## src/rtl/tok_fork_pkg.sv

```systemverilog
package tok_fork_pkg;
  typedef enum logic {
    FORK_EAGER = 1'b0,
    FORK_LAZY  = 1'b1
  } fork_mode_e;

  function automatic int eff_width(input int w);
    return (w < 1) ? 1 : w;
  endfunction
endpackage

```

## src/rtl/fork_eager_ctl.sv

```systemverilog
module fork_eager_ctl #(
  parameter int N_OUT = 3
) (
  input  logic             clk,
  input  logic             rst,
  input  logic             in_valid,
  output logic             in_ready,
  output logic [N_OUT-1:0] out_valid,
  input  logic [N_OUT-1:0] out_ready
);
  logic [N_OUT-1:0] sent_q;
  logic [N_OUT-1:0] take;
  logic             accept;

  // One delivered flag per output; each withdraws its own offer.
  for (genvar i = 0; i < N_OUT; i++) begin : g_flag
    assign out_valid[i] = in_valid & ~sent_q[i];
    assign take[i]      = out_valid[i] & out_ready[i];

    always_ff @(posedge clk) begin
      if (rst)         sent_q[i] <= 1'b0;
      else if (accept) sent_q[i] <= 1'b0;
      else if (take[i]) sent_q[i] <= 1'b1;
    end
  end

  assign in_ready = &(sent_q | out_ready);
  assign accept   = in_valid & in_ready;
endmodule

```

## src/rtl/fork_lazy_ctl.sv

```systemverilog
module fork_lazy_ctl #(
  parameter int N_OUT = 3
) (
  input  logic             in_valid,
  output logic             in_ready,
  output logic [N_OUT-1:0] out_valid,
  input  logic [N_OUT-1:0] out_ready
);
  // Output i is offered the token only when all other consumers are ready,
  // so no single consumer can take it alone.
  always_comb begin
    for (int i = 0; i < N_OUT; i++) begin
      logic [N_OUT-1:0] others;
      others       = out_ready;
      others[i]    = 1'b1;
      out_valid[i] = in_valid & (&others);
    end
  end

  assign in_ready = &out_ready;
endmodule

```

## src/rtl/fork_data_fan.sv

```systemverilog
module fork_data_fan #(
  parameter int DATA_W = 8,
  parameter int N_OUT  = 3,
  localparam int DW    = tok_fork_pkg::eff_width(DATA_W)
) (
  input  logic [DW-1:0]       in_data,
  output logic [N_OUT*DW-1:0] out_data
);
  if (DATA_W == 0) begin : g_ctrl_only
    logic unused_in;
    assign unused_in = ^in_data;
    assign out_data  = '0;
  end else begin : g_copy
    for (genvar i = 0; i < N_OUT; i++) begin : g_slot
      assign out_data[i*DW +: DW] = in_data;
    end
  end
endmodule

```

## src/rtl/tok_fork.sv

```systemverilog
module tok_fork
  import tok_fork_pkg::*;
#(
  parameter int         DATA_W = 8,
  parameter int         N_OUT  = 3,
  parameter fork_mode_e MODE   = FORK_EAGER,
  localparam int        DW     = eff_width(DATA_W)
) (
  input  logic                clk,
  input  logic                rst,
  input  logic                in_valid,
  output logic                in_ready,
  input  logic [DW-1:0]       in_data,
  output logic [N_OUT-1:0]    out_valid,
  input  logic [N_OUT-1:0]    out_ready,
  output logic [N_OUT*DW-1:0] out_data
);
  if (MODE == FORK_LAZY) begin : g_lazy
    logic unused_clk;
    assign unused_clk = clk ^ rst;
    fork_lazy_ctl #(.N_OUT(N_OUT)) u_ctl (
      .in_valid (in_valid),
      .in_ready (in_ready),
      .out_valid(out_valid),
      .out_ready(out_ready)
    );
  end else begin : g_eager
    fork_eager_ctl #(.N_OUT(N_OUT)) u_ctl (
      .clk      (clk),
      .rst      (rst),
      .in_valid (in_valid),
      .in_ready (in_ready),
      .out_valid(out_valid),
      .out_ready(out_ready)
    );
  end

  fork_data_fan #(.DATA_W(DATA_W), .N_OUT(N_OUT)) u_fan (
    .in_data (in_data),
    .out_data(out_data)
  );
endmodule

```

## config.mk

```make
export PLATFORM = sky130hd
export DESIGN_NAME = tok_fork
export DESIGN_NICKNAME = d
export VERILOG_FILES = /design/src/rtl/tok_fork_pkg.sv /design/src/rtl/fork_eager_ctl.sv /design/src/rtl/fork_lazy_ctl.sv /design/src/rtl/fork_data_fan.sv /design/src/rtl/tok_fork.sv
export SDC_FILE = /design/constraint.sdc
export NUM_CORES = 1
export LEC_CHECK = 0
export BUFFER_PORTS_ARGS = -buffer_cell sky130_fd_sc_hd__buf_2
export CAP_MARGIN = 0
export CORE_AREA = 2 2 39 41
export DETAILED_ROUTE_END_ITERATION = 8
export DIE_AREA = 0 0 41 43
export SKIP_LAST_GASP = 1
export SLEW_MARGIN = 15
export SYNTH_ARGS = -nofsm -noshare
export SYNTH_HDL_FRONTEND = slang
export SYNTH_SLANG_ARGS = --single-unit
```

## constraint.sdc

```tcl
create_clock -name clk -period 2.6 [get_ports clk]
set_clock_uncertainty 0.15 [all_clocks]
set_input_delay 0.13 -clock clk [delete_from_list [all_inputs] [get_ports clk]]
set_output_delay 0.13 -clock clk [all_outputs]
set_load 0.02 [all_outputs]
```

# Word-level counts from Yosys, hierarchy flattened
# Index checks and enable logic that the tools add are counted.
[totals]
n_memories = 0
ff_bits = 3
rom_bits = 0
word_cells = 16
ram_bits = 0
latch_bits = 0
[op_classes]
reduce_logical = 2
mul = 0
eq_ne = 0
bitwise_logic = 11
n_mux = 0
addsub = 0
n_lt_le_gt_ge = 0
div = 0
shifts = 0
[op_table]
columns = ["cell", "count"]
rows = [
  ["1-bit AND", 7],
  ["1-bit inverter", 3],
  ["3-bit OR", 1],
  ["3-bit AND reduction", 1],
  ["2-bit OR reduction", 1],
]

# Depth between registers and ports, before layout
[depth]
word_depth = 4
ltp_mapped = 2
depth_no_buf = 2

# By module
# From an unflattened synthesis, not the netlist that was laid out.
[hier_totals]
hier_cells = 39
area_unflattened_um2 = 324.1
[modules_own_cells]
columns = ["mod", "instances", "cells_per_inst", "seq_area_each_um2", "area_per_inst_um2"]
rows = [
  ["fork_data_fan", 1, 24, 0.0, 180.2],
  ["fork_eager_ctl", 1, 15, 60.1, 143.9],
]

# Least setup slack after synthesis
# Ideal clock, no wire load.
[synth_timing]
kind = "flip-flop to output port"
startpoint = "reg g_eager.u_ctl.sent_q[0]"
endpoint = "out in_ready"
stages_incl_launch_ff = 3
setup_slack_ps = 1582
t_required_ps = 2320
t_arrival_ps = 738
path_cell_list = "dfxtp_1 -> o22a_1 -> o21a_1"
[synth_between]
elab_chain_len = 2
[synth_rtl]
columns = ["item", "line", "text"]
rows = [
  ["start: declaration", "fork_eager_ctl.sv:11", "logic [N_OUT-1:0] sent_q;"],
  ["start signal: indexed assignment", "fork_eager_ctl.sv:21", "if (rst) sent_q[i] <= 1'b0;"],
  ["start signal: indexed assignment", "fork_eager_ctl.sv:22", "else if (accept) sent_q[i] <= 1'b0;"],
  ["start signal: indexed assignment", "fork_eager_ctl.sv:23", "else if (take[i]) sent_q[i] <= 1'b1;"],
  ["3-bit OR", "fork_eager_ctl.sv:27", "assign in_ready = &(sent_q | out_ready);"],
  ["3-bit AND reduction", "fork_eager_ctl.sv:27", ""],
  ["end: declaration", "tok_fork.sv:12", "output logic in_ready,"],
]
# Every way passes these cells.

# Worst setup path after layout
# Same ends and word-level chain as after synthesis.

==> metrics <==
status=completed; cell area after layout=245 µm²; antenna-violating nets left=0; CTS resizes=0; vias in the first global route=180; crit-path max cell delay=330 ps; Initial DRT Pass Iterations=1; Register Area=roughly 60 µm²; Synth Register Bits=3; Peak VDD IR=82.0 µV; Post-Route Utilization=approximately 18%; Cells after Synth=39; CTS Buf Count=3; largest net degree at the start of global routing=8; Max Slew Vio Count=0; fillers=between 150 and 200; type of origin of the critical path=flop; Ports=42; ANT cells=0; drt wl/cell=roughly 9.0 µm; HP Class=in -> reg; Largest regs=g_eager.u_ctl.sent_q: 3 flops; Logic pwr share=18.6%; CP Capture Type=output port; root buffer cell=clkbuf_4; H-tree depth=1; Final Hold Fails=0; WP data arrival=1050 ps; Cell Int Power=about 0.00012 W; Cell variety after synth=9; area of the multi-input gates=~84 µm²; DIE AREA=between 0.0015 and 0.002 mm²; Switching Fraction=about a quarter; most frequent cells in the layout=buf_2, a21oi_1, a211oi_1, clkbuf_4, dfxtp_1; DP Area=~210 µm²; unrepaired setup endpoints after global routing=no; Pwr Density=about 660 mW/mm²; Seq pwr share=between 30 and 40%; setup violators final=0; DR vias=roughly 170; CTS Sinks=3; Initial Util=23.4%; clk_lat worst skew=~230 ps; antenna violations before repair=0; Tot Pwr=between 0.00015 and 0.0002 W; DRC=0; net switching power=slightly above 0.00004 W; Top reg by flops=g_eager.u_ctl.sent_q; layout cells sized above 1=44.8%; GRT Total Usage=approximately 5.7%; CTS tree=yes; setup TNS=0 ps; fin cells=between 40 and 50; port bufs=9; MaxCap Viol Count=0; Rows=14; yosys warns=0; first-pass GRT wire length=572 µm; post-synthesis instance area=~320 µm²; register area share after synthesis=18.5%; Core Area=around 0.0014 mm²; Largest register FFs=3; P&R area growth vs syn=-24.3%; Worst-Margin Slew=between 150 and 200 ps; clock power share=around 49%; number of setup buffers added after CTS=0; Overflow after GRT=0; commonest non-fill, non-tap cell in the layout=buf_2; vias per cell=3.67; CTS Buffer Depth=2; slew margin rel.=about nine tenths; Static Leak=approximately 0.11 nW; drt initial violations=0; start point of the worst hold path=out_ready[2]; period utilization=a little over 50%; Post-layout nets=44; Crit-path slowest cell=dfxtp_1; drt total wl=403 µm; Final Wtd Congestion=roughly 0.52; Die X=around 41 µm; Highest Clock Rate=752 MHz; CP max FO=4; worst-path cell chain=o22a_1 > o21a_1 > buf_2; WS Path Type=reg -> out; Critical Path RT=between 2000 and 2500 ps; Worst-path clk slew=30 ps; post-synth net total=53; Chip Height=between 40 and 50 µm; Worst Setup SP=g_eager.u_ctl.sent_q[0]; Placed Cells=40; reg-to-reg startpoint=g_eager.u_ctl.sent_q[2]; Syn Area/Cell=about 8.3 µm²; Final Critical Period=1330 ps
what timing repair did:
action,4_1_cts,5_1_grt
hold buffers,1,0
endpoints found under the hold margin,3,0
setup endpoints to repair,0,0
Yosys cell counts, drive strengths merged:
cell     n  area [µm²]
dfxtp    3        60.1
a211oi   3        22.5
o21a     2        15.0
and2b    2        16.3
buf     24         180
o22a     1        8.76
a21oi    3        15.0
nor2b    1        6.26
logic make-up (layout without fill, tap and decap cells):
family,after synthesis,after routing,synth area share (%)
flops,3,3,18.5
buf+inv,24,14,55.6
simple gates,3,3,6.95
compound gates,9,9,18.9
layer usage:
metal,up-vias,GRT usage (%),wire (µm)
met2,10,7.19,187
met4,0,14.7,14
met5,-,0,0
met3,2,3.14,77
li1,86,-,-
met1,67,1.92,123
power groups by stage:
stage	combinational, W	sequential (W)	clock [W]
2_1_floorplan	0.0000720	0.0000523	0
3_5_place_dp	0.0000294	0.0000528	0
3_3_place_gp	0.0000293	0.0000527	0
6_report	0.0000303	0.0000521	0.0000803
4_1_cts	0.0000306	0.0000521	0.0000853
5_1_grt	0.0000334	0.0000525	0.0000870
cell type report:
class	count	area share (%)
Sequential cell	3	24.5
Timing Repair Buffer	10	22.4
Tap cell	16	8.16
Multi-Input combinational cell	12	34.2
Clock buffer	4	10.7
critical path, delay by kind of cell (launching register included):
kind                   cells  cell delay, ps
buffers and inverters      1             150
flip-flops                 1             330
AO/OA/AOI/OAI              2             340
stage by stage:
stage | hold slack, ps | worst slack (ps)
6_report | 81.4 | 1270
4_1_cts | 72.0 | 1250
5_1_grt | 101 | 1220
3_3_place_gp | 110 | 1510
2_1_floorplan | 52.8 | 1580
3_5_place_dp | 110 | 1510
final timing paths:
| path | slack, ps | depth (start not counted) | to |
|---|---|---|---|
| worst max register to register | 1600 | 2 | g_eager.u_ctl.sent_q[0] |
| worst max-delay path | 1270 | 3 | in_ready |
| worst min-delay path | 80 | 3 | g_eager.u_ctl.sent_q[2] |
| worst min register to register | 370 | 2 | g_eager.u_ctl.sent_q[1] |
Power figures use the tool's default switching activity.
